### src/rtl/rtc_cal_pkg.sv
package rtc_cal_pkg;

  localparam int FW     = 8;
  localparam int NFIELD = 8;

  typedef enum logic [2:0] {
    F_CS    = 3'd0,
    F_SEC   = 3'd1,
    F_MIN   = 3'd2,
    F_HOUR  = 3'd3,
    F_DATE  = 3'd4,
    F_MONTH = 3'd5,
    F_YEAR  = 3'd6,
    F_DOW   = 3'd7
  } field_e;

  typedef enum logic [1:0] {
    FO_IRQ   = 2'd0,
    FO_1HZ   = 2'd1,
    FO_100HZ = 2'd2,
    FO_OSC   = 2'd3
  } fsel_e;

  // Days in a month; years are offsets from 2000, so every multiple of 4 is leap up to 2099
  function automatic logic [FW-1:0] month_days(input logic [FW-1:0] month,
                                               input logic [FW-1:0] year);
    logic [FW-1:0] d;
    case (month)
      8'd2:                    d = (year[1:0] == 2'b00) ? 8'd29 : 8'd28;
      8'd4, 8'd6, 8'd9, 8'd11: d = 8'd30;
      default:                 d = 8'd31;
    endcase
    return d;
  endfunction

endpackage

### src/rtl/rtc_subsec.sv
module rtc_subsec #(
  parameter int TICK_HZ    = 32768,
  parameter int CS_PER_SEC = 100,
  localparam int ACC_W     = $clog2(TICK_HZ + CS_PER_SEC)
) (
  input  logic             clk,
  input  logic             rst,
  input  logic             tick_en,
  input  logic             clr,
  output logic [ACC_W-1:0] acc,
  output logic             cs_pulse
);

  logic [ACC_W-1:0] sum;
  logic             wrap;
  logic [ACC_W-1:0] acc_nxt;

  always_comb begin
    sum     = acc + ACC_W'(CS_PER_SEC);
    wrap    = (sum >= ACC_W'(TICK_HZ));
    acc_nxt = wrap ? (sum - ACC_W'(TICK_HZ)) : sum;
  end

  always_ff @(posedge clk) begin
    if (rst || clr) begin
      acc      <= '0;
      cs_pulse <= 1'b0;
    end else if (tick_en) begin
      acc      <= acc_nxt;
      cs_pulse <= wrap;
    end else begin
      cs_pulse <= 1'b0;
    end
  end

endmodule

### src/rtl/rtc_calendar.sv
module rtc_calendar
  import rtc_cal_pkg::*;
#(
  parameter int CS_PER_SEC = 100
) (
  input  logic                       clk,
  input  logic                       rst,
  input  logic                       cs_pulse,
  input  logic                       wr_en,
  input  logic [2:0]                 wr_addr,
  input  logic [FW-1:0]              wr_data,
  output logic [NFIELD-1:0][FW-1:0]  fld_q,
  output logic [NFIELD-1:0]          chg_q
);

  logic [NFIELD-1:0][FW-1:0] hi;
  logic [NFIELD-1:0][FW-1:0] lo;
  logic [NFIELD-1:0][FW-1:0] nxt;
  logic [NFIELD-1:0]         at_hi;
  logic [NFIELD-1:0]         step;
  logic                      base;

  // A write cycle suppresses every count step
  assign base = cs_pulse & ~wr_en;

  always_comb begin
    hi          = '0;
    lo          = '0;
    hi[F_CS]    = FW'(CS_PER_SEC - 1);
    hi[F_SEC]   = 8'd59;
    hi[F_MIN]   = 8'd59;
    hi[F_HOUR]  = 8'd23;
    hi[F_DATE]  = month_days(fld_q[F_MONTH], fld_q[F_YEAR]);
    hi[F_MONTH] = 8'd12;
    hi[F_YEAR]  = 8'd99;
    hi[F_DOW]   = 8'd6;
    lo[F_DATE]  = 8'd1;
    lo[F_MONTH] = 8'd1;
  end

  for (genvar i = 0; i < NFIELD; i++) begin : g_fld
    // Weekday steps on the same condition as the day of month
    localparam int CH = (i == int'(F_DOW)) ? int'(F_DATE) : i;
    localparam logic [NFIELD-1:0] MASK = NFIELD'((1 << CH) - 1);
    assign at_hi[i] = (fld_q[i] >= hi[i]);
    assign step[i]  = base & (&(at_hi | ~MASK));
    assign nxt[i]   = step[i] ? (at_hi[i] ? lo[i] : fld_q[i] + 8'd1) : fld_q[i];
  end

  always_ff @(posedge clk) begin
    if (rst) begin
      fld_q          <= '0;
      fld_q[F_DATE]  <= 8'd1;
      fld_q[F_MONTH] <= 8'd1;
      chg_q          <= '0;
    end else if (wr_en) begin
      fld_q[wr_addr] <= wr_data;
      chg_q          <= '0;
    end else begin
      fld_q <= nxt;
      chg_q <= step;
    end
  end

endmodule

### src/rtl/rtc_freq_out.sv
module rtc_freq_out
  import rtc_cal_pkg::*;
#(
  parameter int TICK_HZ    = 32768,
  parameter int CS_PER_SEC = 100,
  localparam int ACC_W     = $clog2(TICK_HZ + CS_PER_SEC)
) (
  input  logic             clk,
  input  logic             rst,
  input  logic [1:0]       fsel,
  input  logic             irq_in,
  input  logic             tick_en,
  input  logic [FW-1:0]    cs,
  input  logic [ACC_W-1:0] acc,
  output logic             fout
);

  logic src;

  always_comb begin
    case (fsel_e'(fsel))
      FO_1HZ:   src = (cs < FW'(CS_PER_SEC / 2));
      FO_100HZ: src = (acc < ACC_W'(TICK_HZ / 2));
      FO_OSC:   src = tick_en;
      default:  src = irq_in;
    endcase
  end

  always_ff @(posedge clk) begin
    if (rst) fout <= 1'b0;
    else     fout <= src;
  end

endmodule

### src/rtl/rtc_calendar_core.sv
module rtc_calendar_core
  import rtc_cal_pkg::*;
#(
  parameter int TICK_HZ    = 32768,
  parameter int CS_PER_SEC = 100,
  localparam int ACC_W     = $clog2(TICK_HZ + CS_PER_SEC)
) (
  input  logic       clk,
  input  logic       rst,
  input  logic       tick_en,
  input  logic       wr_en,
  input  logic [2:0] wr_addr,
  input  logic [7:0] wr_data,
  input  logic [2:0] rd_addr,
  output logic [7:0] rd_data,
  output logic [7:0] chg,
  input  logic [1:0] fsel,
  input  logic       irq_in,
  output logic       fout
);

  logic [ACC_W-1:0]          sub_acc;
  logic                      cs_pulse;
  logic [NFIELD-1:0][FW-1:0] fld;
  logic [NFIELD-1:0]         chg_w;

  rtc_subsec #(.TICK_HZ(TICK_HZ), .CS_PER_SEC(CS_PER_SEC)) u_subsec (
    .clk      (clk),
    .rst      (rst),
    .tick_en  (tick_en),
    .clr      (wr_en),
    .acc      (sub_acc),
    .cs_pulse (cs_pulse)
  );

  rtc_calendar #(.CS_PER_SEC(CS_PER_SEC)) u_cal (
    .clk      (clk),
    .rst      (rst),
    .cs_pulse (cs_pulse),
    .wr_en    (wr_en),
    .wr_addr  (wr_addr),
    .wr_data  (wr_data),
    .fld_q    (fld),
    .chg_q    (chg_w)
  );

  rtc_freq_out #(.TICK_HZ(TICK_HZ), .CS_PER_SEC(CS_PER_SEC)) u_fout (
    .clk     (clk),
    .rst     (rst),
    .fsel    (fsel),
    .irq_in  (irq_in),
    .tick_en (tick_en),
    .cs      (fld[F_CS]),
    .acc     (sub_acc),
    .fout    (fout)
  );

  always_ff @(posedge clk) begin
    if (rst) rd_data <= '0;
    else     rd_data <= fld[rd_addr];
  end

  assign chg = chg_w;

endmodule

### config.mk
export PLATFORM = sky130hd
export DESIGN_NAME = rtc_calendar_core
export DESIGN_NICKNAME = d
export VERILOG_FILES = /design/src/rtl/rtc_cal_pkg.sv /design/src/rtl/rtc_subsec.sv /design/src/rtl/rtc_calendar.sv /design/src/rtl/rtc_freq_out.sv /design/src/rtl/rtc_calendar_core.sv
export SDC_FILE = /design/constraint.sdc
export NUM_CORES = 1
export LEC_CHECK = 0
export BUFFER_PORTS_ARGS = -buffer_cell sky130_fd_sc_hd__buf_2
export CAP_MARGIN = 25
export CORE_MARGIN = 2
export CORE_UTILIZATION = 40
export CTS_BUF_LIST = sky130_fd_sc_hd__clkbuf_16
export CTS_CLUSTER_DIAMETER = 200
export DETAILED_ROUTE_END_ITERATION = 12
export GPL_TIMING_DRIVEN = 0
export SLEW_MARGIN = 40
export SYNTH_ARGS = -nofsm -noshare
export SYNTH_HDL_FRONTEND = slang
export SYNTH_SLANG_ARGS = --single-unit
### constraint.sdc
create_clock -name clk -period 4.5 [get_ports clk]
set_input_delay 0.675 -clock clk [delete_from_list [all_inputs] [get_ports clk]]
set_output_delay 0.675 -clock clk [all_outputs]
set_load 0.01 [all_outputs]
==> impl_metrics.env, run 1 <==
export IMPL_synth_area_um2=5220
export IMPL_wl_met2_um=7410
export IMPL_layout_commonest_cell="dfxtp_1"
export IMPL_numPortBuffers=26
export IMPL_die_area_um2=14000
export IMPL_setup_viol=0
export IMPL_tns_ps=0
export IMPL_power_leakage_nw=2.13
export IMPL_wl_met3_um=1390
export IMPL_drt_met1_wl_um=7370
export IMPL_yosys_warnings=0
export IMPL_fin_crit_ps=3220
export IMPL_num_rows=41
export IMPL_drive_above_1_share_pct=11.8
export IMPL_synth_seq_cells=95
export IMPL_synth_flop_cell="dfxtp_1"
export IMPL_peakVddDrop_mv=0.205
export IMPL_grt_pass1_vias=4644
export IMPL_ys_async_sr_fraction_pct=0
export IMPL_cts_buffer_depth=2
export IMPL_design_area_um2=5870
export IMPL_cts_sinks=95
export IMPL_p_per_area_nw_per_um2=315
export IMPL_crit_chain="nor4_1 > nand4_1 > ha_1 > nor2b_1 > o31ai_1 > o311ai_2 > nor2_1 > a211o_1 > a21oi_1"
export IMPL_topRoutingLayerUsed="met4"
export IMPL_antenna_cells=0
export IMPL_post_cts_resized=0
export IMPL_cts_made_buffers=9
export IMPL_synth_nets=648
export IMPL_fin_ws_ps=1280
export IMPL_final_antenna_net_count=0
export IMPL_most_common_layout_cells="dfxtp_1, nor2_1, nand2_1"
export IMPL_cp_slowest_cell="o311ai_2"
export IMPL_slowest_delay_ps=700
export IMPL_place_ws_ps=1290
export IMPL_clock_power_share_pct=42.5
export IMPL_status="complete, no violations"
export IMPL_crit_family="compound AO/OA/AOI/OAI gates"
export IMPL_cts_root_buffer="clkbuf_16"
export IMPL_dpl_hpwl_um=12000
export IMPL_crit_required_ps=4780
export IMPL_worst_slew_pin_transition_ps=872
export IMPL_die_x_um=118
export IMPL_clk_pin_slew_worst_paths_ps=70
export IMPL_drt_iter0_markers=345
export IMPL_io_pins=38
export IMPL_cts_setup_buffers=0
export IMPL_grt_overflow_total=0
export IMPL_syn_inst=610
export IMPL_coreArea_um2=12700
export IMPL_critPathLaunchType="register"
export IMPL_viasPerCell=6.08
export IMPL_yosysTopAreaCellShare_pct=36.5
export IMPL_totalWireLength_um=16500
export IMPL_slew_headroom_pct=41.9
export IMPL_timing_final_crit_share_pct=71.6
export IMPL_die_h_um=118
export IMPL_slew_viol_final=0
export IMPL_syn_area_per_cell_um2=8.55
export IMPL_crit_buf_inv=0
export IMPL_cp_max_fo=10
export IMPL_yosysTopAreaCell="dfxtp_1"
export IMPL_arrival_ps=3500
export IMPL_drc=0
export IMPL_power_mw=1.85
export IMPL_holdCritPathClass="register to register"
export IMPL_p_sw_share_pct=26.9
export IMPL_grt_antenna_before_repair=0
export IMPL_yosysSeqAreaShare_pct=36.5
export IMPL_avgRoutedWirePerCell_um=20.0
export IMPL_clock_latency_ps=360
export IMPL_vias=5009
export IMPL_power_frac_seq_pct=47.9
export IMPL_yosysUniqueCellTypes=69
export IMPL_maxCapViolations=0
export IMPL_fin_skew_ps=8.64
export IMPL_power_switching_mw=0.498
export IMPL_hold_viol=0
export IMPL_comb_power_share_pct=9.7
export IMPL_grt_pass1_wl_um=25700
export IMPL_critical_path_class="register to register"
export IMPL_cts_hold_buf=0
export IMPL_intPower_mw=1.35
export IMPL_drt_pass1_iter_count=5
export IMPL_place_area_um2=5580
export IMPL_start_util_pct=41.2
export IMPL_grt_setup_unrepaired="false"
export IMPL_htree_levels=3
export IMPL_synthTopCellsByArea="dfxtp_1, nor2_1, mux4_2"
export IMPL_end_kind="register"
export IMPL_area_delta_synth_final_pct=12.6
export IMPL_finalNetCount=685
export IMPL_grtUsageTotal_pct=23.6
export IMPL_final_fill_count=1281
export IMPL_synth_edf_count=0
export IMPL_cts_tree="built"
export IMPL_fmax_mhz=310
export IMPL_grt_max_degree=17
export IMPL_gp_congestion=0.964
## power by group through the flow
| stage | combinational [mW] | clock, mW | sequential, mW |
|---|---|---|---|
| CTS | 0.178 | 0.793 | 0.885 |
| global route | 0.194 | 0.834 | 0.888 |
| detailed placement | 0.177 | 0 | 0.905 |
| global placement | 0.173 | 0 | 0.904 |
| floorplan | 0.120 | 0 | 0.896 |
| finish | 0.179 | 0.786 | 0.887 |
## synth_stat cells (all sizes together) (9+ instances only)
| cell | count |
|---|---|
| dfxtp | 95 |
| nor2 | 93 |
| nand2 | 55 |
| a21oi | 36 |
| nand3 | 27 |
| clkbuf | 25 |
| o21ai | 24 |
| a22oi | 18 |
| nor3 | 18 |
| ha | 17 |
| mux4 | 16 |
| inv | 15 |
| xor2 | 11 |
| mux2i | 10 |
| a31oi | 9 |
| nor4 | 9 |
## state kept, by name (all words and copies together), names as in the netlist
register / count
rd_data: 8
u_fout.fout: 1
u_cal.fld_q: 64
u_subsec.acc: 14
u_subsec.cs_pulse: 1
u_cal.chg_q: 7
## worst paths after layout
path | start | to | slack, ps | depth (start not counted)
min | u_subsec.acc[9] | u_subsec.acc[9] | 510 | 2
max reg2reg | u_cal.fld_q[44] | u_cal.fld_q[43] | 1280 | 9
min reg2reg | u_subsec.acc[9] | u_subsec.acc[9] | 510 | 2
max | u_cal.fld_q[44] | u_cal.fld_q[43] | 1280 | 9
## worst min-delay path: stages (launching register included)
cell     delay (ps)
dfxtp_1         320
o21ai_0          80
a21oi_1          60
## logic make-up (layout without fill, tap and decap cells)
group	after synthesis	in the layout	share of synthesized area, %
adder cells (fa/ha/maj)	17	17	4.08
multiplexers	26	26	8.90
AO/OA/AOI/OAI	148	148	20.0
flip-flops	95	95	36.5
AND/OR/NAND/NOR	257	257	23.7
XOR/XNOR	19	19	3.19
buffers and inverters	48	90	3.72
## cell type report
class	instances	area [µm²]	area share, %
plain buffers	33	138	2.34
clock buffers	9	225	3.84
clock inverters	7	71.3	1.21
inverters	15	56.3	0.959
multi-input cells	467	3130	53.4
flip-flops and latches	95	1900	32.4
well taps	172	215	3.67
repair buffers	26	130	2.22
## per-layer routing
layer	vias up	GRT usage (%)
met4	0	7.08
met2	246	36.8
met1	2404	33.2
met3	30	4.49
met5	-	0
li1	2329	-
## through the flow
| step | utilization (%) | instances | hold WS (ps) |
|---|---|---|---|
| after global placement | 43.9 | 808 | 463 |
| after detailed placement | 44.0 | 808 | 494 |
| final | 46.3 | 824 | 507 |
| after CTS | 46.3 | 824 | 505 |
| after floorplan | - | 610 | 454 |
| after global routing | 46.3 | 824 | 522 |
No activity file was read; power rests on OpenSTA's default activity.
==> run 2: changes to the inputs <==
ABC_AREA = 1   (was not set)
clock period = 3 ns   (was 4.5 ns; I/O delays follow)
==> impl_metrics.env, run 2 <==
export IMPL_viasPerCell=5.33
export IMPL_maxCapViolations=0
export IMPL_htree_levels=3
export IMPL_hold_viol=0
export IMPL_synth_edf_count=0
export IMPL_synth_common_cells="nand2_1, a21oi_1, dfxtp_1, nor2_1, inv_1"
export IMPL_syn_area_per_cell_um2=6.68
export IMPL_grt_setup_unrepaired="false"
export IMPL_yosysUniqueCellTypes=40
export IMPL_hold_ws_ps=379
export IMPL_fin_skew_ps=9.61
export IMPL_largest_reg_flops=64
export IMPL_yosys_warnings=0
export IMPL_crit_required_ps=3230
export IMPL_synth_mux_area_share_pct=0
export IMPL_crit_family="simple AND/OR/NAND/NOR gates"
export IMPL_cts_buffer_depth=2
export IMPL_cts_tree="built"
export IMPL_vias=5537
export IMPL_post_cts_resized=0
export IMPL_slew_headroom_pct=49.3
export IMPL_synthTopCellsByArea="dfxtp_1, nand2_1, a21oi_1"
export IMPL_synth_fa_ha_area_share_pct=3.93
export IMPL_antenna_cells=0
export IMPL_drt_pass1_iter_count=6
export IMPL_grt_pass1_wl_um=26800
export IMPL_fmax_mhz=401
export IMPL_drc=0
export IMPL_p_per_area_nw_per_um2=440
export IMPL_cts_made_buffers=9
export IMPL_dp_cells=1022
export IMPL_numPortBuffers=36
export IMPL_start_util_pct=40.9
export IMPL_cts_root_buffer="clkbuf_16"
export IMPL_coreArea_um2=13200
export IMPL_yosysTopAreaCellShare_pct=35.1
export IMPL_setup_viol=0
export IMPL_grtUsageTotal_pct=24.1
export IMPL_die_h_um=120
export IMPL_power_mw=2.68
export IMPL_crit_chain="inv_1 > ha_1 > o41ai_1 > inv_1 > ha_1 > inv_1 > nand2_1 > nand2_1 > nand2_1 > nand2_1 > nand2_1 > nand3_4 > nand2_2 > o21ai_0 > nand3_1"
export IMPL_grt_pass1_vias=5053
export IMPL_tns_ps=0
export IMPL_die_area_um2=14500
export IMPL_io_pins=38
export IMPL_avgRoutedWirePerCell_um=16.1
export IMPL_holdCritPathClass="primary input to register"
export IMPL_fin_crit_ps=2490
export IMPL_timing_final_crit_share_pct=83.0
export IMPL_cp_max_fo=10
export IMPL_grt_antenna_before_repair=0
export IMPL_arrival_ps=2730
export IMPL_synth_compound_area_share_pct=21.2
export IMPL_top_register="u_cal.fld_q"
export IMPL_cp_num_cells=15
export IMPL_rr_worst_depth=15
export IMPL_drive_above_1_share_pct=10.3
export IMPL_layout_commonest_cell="nand2_1"
export IMPL_cts_setup_buffers=0
export IMPL_gp_congestion=0.983
export IMPL_top_regs="u_cal.fld_q x64, u_subsec.acc x14, rd_data x8"
export IMPL_fin_util_pct=45.9
export IMPL_most_common_layout_cells="nand2_1, a21oi_1, dfxtp_1"
export IMPL_ys_async_sr_fraction_pct=0
export IMPL_cts_hold_buf=0
export IMPL_end_kind="register"
export IMPL_totalWireLength_um=16700
export IMPL_power_leakage_nw=2.53
export IMPL_synth_simple_area_share_pct=29.2
export IMPL_post_synth_top_count_cell="nand2_1"
export IMPL_clk_pin_slew_worst_paths_ps=60
export IMPL_worst_path_most_repeated_cell="nand2_1"
export IMPL_critical_path_class="register to register"
export IMPL_min_path_cells=3
export IMPL_clock_latency_ps=360
export IMPL_yosysSeqAreaShare_pct=35.1
export IMPL_synth_nets=848
export IMPL_grt_max_degree=16
export IMPL_cp_slowest_cell="dfxtp_1"
export IMPL_critPathLaunchType="register"
export IMPL_num_rows=42
export IMPL_yosysTopAreaCell="dfxtp_1"
export IMPL_slowest_delay_ps=420
export IMPL_cts_sinks=95
export IMPL_slew_viol_final=0
export IMPL_peakVddDrop_mv=0.337
export IMPL_die_x_um=120
export IMPL_crit_buf_inv=3
export IMPL_synth_xor_area_share_pct=2.10
export IMPL_synth_seq_cells=95
export IMPL_layout_cells_non_filler=1038
export IMPL_drt_iter0_markers=626
export IMPL_synth_top_family_by_area="simple AND/OR/NAND/NOR gates"
export IMPL_syn_inst=810
export IMPL_area_delta_synth_final_pct=12.3
export IMPL_finalNetCount=895
export IMPL_final_antenna_net_count=0
export IMPL_synth_flop_cell="dfxtp_1"
export IMPL_dpl_hpwl_um=12500
export IMPL_worst_slew_pin_transition_ps=761
export IMPL_status="complete, no violations"
export IMPL_grt_overflow_total=0
export IMPL_synth_area_um2=5410
==> run 2: per-stage QoR <==
stage	setup slack, ps	area, µm²
2_1_floorplan	801	5410
3_3_place_gp	490	5810
3_5_place_dp	527	5810
4_1_cts	525	6080
5_1_grt	193	6080
6_report	509	6080
==> run 2: kinds of logic (layout without fill, tap and decap cells) <==
| kind of cell | after synthesis | after routing |
|---|---|---|
| flip-flops | 95 | 95 |
| adder cells (fa/ha/maj) | 17 | 17 |
| AND/OR/NAND/NOR | 356 | 356 |
| AO/OA/AOI/OAI | 214 | 214 |
| buffers and inverters | 115 | 167 |
| XOR/XNOR | 13 | 13 |
==> run 2: layout make-up <==
| class | count | area, µm² |
|---|---|---|
| fillers | 1449 | 7160 |
| multi-input cells | 600 | 3060 |
| flip-flops and latches | 95 | 1900 |
| inverters | 87 | 327 |
| clock buffers | 9 | 225 |
| well taps | 176 | 220 |
| repair buffers | 36 | 180 |
| plain buffers | 28 | 129 |
| clock inverters | 7 | 41.3 |
==> run 2: path summary, 6_finish.rpt <==
check	startpoint	endpoint	slack (ps)
worst min-delay path	wr_data[1]	u_cal.fld_q[9]	380
worst min register to register	u_cal.fld_q[63]	u_cal.fld_q[63]	480
worst max register to register	u_cal.fld_q[48]	u_cal.fld_q[40]	510
worst max-delay path	u_cal.fld_q[48]	u_cal.fld_q[40]	510
==> run 2: worst min-delay path, stage by stage <==
cell and delay, ps:
buf_2 110, nand2_1 60, a31oi_1 70
==> run 2: report_power, final <==
group / internal, mW / switching, mW
clock: 0.554 / 0.506
combinational: 0.0894 / 0.216
sequential: 1.29 / 0.0211
==> run 2: layer usage <==
layer | vias up | global-route usage (%) | wire [µm]
met2 | 178 | 38.2 | 7490
met5 | - | 0 | 0
li1 | 2796 | - | -
met1 | 2526 | 32.0 | 7350
met4 | 0 | 9.74 | 520
met3 | 37 | 5.09 | 1350
==> run 3: changes to the inputs <==
clock period = 2.2 ns   (was 3 ns; I/O delays follow)
==> impl_metrics.env, run 3 (synthesis gave the netlist of run 2 again) <==
export IMPL_arrival_ps=2490
export IMPL_numPortBuffers=36
export IMPL_grt_overflow_total=0
export IMPL_start_util_pct=40.9
export IMPL_holdCritPathClass="primary input to register"
export IMPL_cts_sinks=95
export IMPL_slew_viol_final=0
export IMPL_drt_pass1_iter_count=5
export IMPL_use_met1_pct=32.6
export IMPL_power_frac_seq_pct=48.7
export IMPL_cts_made_buffers=9
export IMPL_drt_iter0_markers=566
export IMPL_top_register="u_cal.fld_q"
export IMPL_vias=5688
export IMPL_seq_area_um2=1910
export IMPL_worst_slew_pin_transition_ps=724
export IMPL_maxCapViolations=0
export IMPL_crit_family="compound AO/OA/AOI/OAI gates"
export IMPL_setup_worst_path_start="u_cal.fld_q[40]"
export IMPL_multiInputGateArea_um2=3200
export IMPL_crit_path_end="u_cal.fld_q[48]"
export IMPL_crit_required_ps=2450
export IMPL_drc=0
export IMPL_place_area_um2=5810
export IMPL_rr_worst_depth=16
export IMPL_intPower_mw=2.64
export IMPL_htree_levels=3
export IMPL_critPathLaunchType="register"
export IMPL_end_kind="register"
export IMPL_grtUsageTotal_pct=24.6
export IMPL_largest_reg_flops=64
export IMPL_hold_viol=0
export IMPL_drive_above_1_share_pct=15.8
export IMPL_worst_path_most_repeated_cell="nand2_1"
export IMPL_clock_power_share_pct=39.5
export IMPL_area_delta_synth_final_pct=17.4
export IMPL_grt_max_degree=16
export IMPL_cts_tree="built"
export IMPL_final_fill_count=1420
export IMPL_finalNetCount=908
export IMPL_busiest_layer="met2"
export IMPL_final_antenna_net_count=0
export IMPL_slew_headroom_pct=51.7
export IMPL_die_area_um2=14500
export IMPL_cts_buffer_depth=2
export IMPL_die_h_um=120
export IMPL_cp_slowest_cell="dfxtp_4"
export IMPL_dpl_hpwl_um=12500
export IMPL_most_common_layout_cells="nand2_1, dfxtp_1, nor2_1"
export IMPL_power_switching_mw=1.03
export IMPL_grt_setup_unrepaired="true"
export IMPL_top_regs="u_cal.fld_q x64, u_subsec.acc x14, rd_data x8"
export IMPL_crit_buf_inv=5
export IMPL_cp_max_fo=5
export IMPL_cts_root_buffer="clkbuf_16"
export IMPL_setup_viol=16
export IMPL_totalWireLength_um=17100
export IMPL_grt_pass1_wl_um=27400
export IMPL_die_x_um=120
export IMPL_num_rows=42
export IMPL_layout_commonest_cell="nand2_1"
export IMPL_cp_num_cells=16
export IMPL_reg2reg_to="u_cal.fld_q[48]"
export IMPL_clk_pin_slew_worst_paths_ps=60
export IMPL_grt_antenna_before_repair=0
export IMPL_peakVddDrop_mv=0.459
export IMPL_coreArea_um2=13200
export IMPL_fin_skew_ps=10.1
export IMPL_gp_congestion=0.983
export IMPL_grt_pass1_vias=5168
export IMPL_fin_ws_ps=-38.9
export IMPL_antenna_cells=0
export IMPL_slowest_delay_ps=370
export IMPL_fin_crit_ps=2240
export IMPL_timing_final_crit_share_pct=102
export IMPL_p_sw_share_pct=28.0
export IMPL_tns_ps=-394
export IMPL_avgRoutedWirePerCell_um=16.3
export IMPL_status="finished with violations"
export IMPL_design_area_um2=6350
export IMPL_comb_power_share_pct=11.9
export IMPL_violations="setup timing"
export IMPL_fmax_mhz=447
export IMPL_grtUsageMet2_pct=39.6
export IMPL_power_leakage_nw=2.62
export IMPL_clock_latency_ps=360
export IMPL_viasPerCell=5.41
export IMPL_rr_startpoint="u_cal.fld_q[40]"
export IMPL_grt_met3_usage_pct=5.09
export IMPL_crit_chain="inv_4 > ha_4 > inv_2 > o41ai_2 > inv_1 > ha_1 > inv_1 > nand2_1 > nand2_1 > nand2_1 > nand2_2 > a21oi_4 > nand3_4 > buf_6 > a21oi_2 > nor2_1"
export IMPL_min_delay_start="wr_data[1]"
export IMPL_critical_path_class="register to register"
export IMPL_p_per_area_nw_per_um2=578
export IMPL_io_pins=38
export IMPL_r2r_slack_ps=-40
run 3: cell types whose count changed in the layout (fill, tap and decap cells not counted), moves of 5 or more:
cell / before / now
a21oi_1: 98 / 85
a21oi_2: 2 / 14
buf_4: 2 / 10
buf_6: 1 / 6
inv_1: 83 / 77
o21ai_0: 74 / 68
run 3: tightest hold or removal path, stage by stage:
cell and delay [ps]:
buf_2 110, nand2_1 60, a31oi_1 70
run 3: power groups by stage:
stage / Clock (mW) / Combinational [mW] / Sequential (mW)
4_1_cts: 1.49 / 0.421 / 1.78
5_1_grt: 1.54 / 0.482 / 1.79
3_5_place_dp: 0 / 0.409 / 1.83
6_report: 1.45 / 0.436 / 1.79
2_1_floorplan: 0 / 0.250 / 1.82
3_3_place_gp: 0 / 0.412 / 1.83
run 3: cell type report:
type	instances	share of cell area (%)
clock inverters	7	0.650
flip-flops and latches	95	30.1
clock buffers	9	3.54
multi-input cells	600	50.3
inverters	87	5.22
well taps	176	3.47
plain buffers	28	2.03
repair buffers	49	4.67
run 3: timing repair:
item | in CTS | in global routing
buffers inserted | 12 | 0
hold buffers | 0 | 0
gates resized for setup | 36 | 24
cloned | 1 | 0
endpoints found under the setup margin | 24 | 24
pin swaps | 10 | 8
run 3: how the worst min path moves through the flow:
| stage | endpoint | slack, ps | cells past startpoint |
|---|---|---|---|
| after detailed placement | u_cal.fld_q[63] | 470 | 2 |
| after CTS | u_cal.fld_q[9] | 250 | 3 |
| after global routing | u_cal.fld_q[9] | 280 | 3 |
| after floorplan | rd_data[5] | 440 | 1 |
| after global placement | u_cal.fld_q[30] | 470 | 2 |
| final | u_cal.fld_q[9] | 260 | 3 |
run 3: layer usage:
metal  vias up  part of all wire [%]
li1       2817                     -
met2       185                    47
met4         0                   2.9
met5         -                     0
met1      2646                    44
met3        40                   6.5
run 3: through the flow:
stage               setup slack, ps  std cells  hold slack [ps]  utilization (%)  power [mW]
floorplan                     0.885        810              439                -        2.07
CTS                           -58.2       1051              247             47.4        3.69
global placement               -310       1022              466             43.9        2.24
global route                   -182       1051              275             48.0        3.81
finish                        -38.9       1051              256             48.0        3.67
detailed placement             -273       1022              472             43.9        2.23
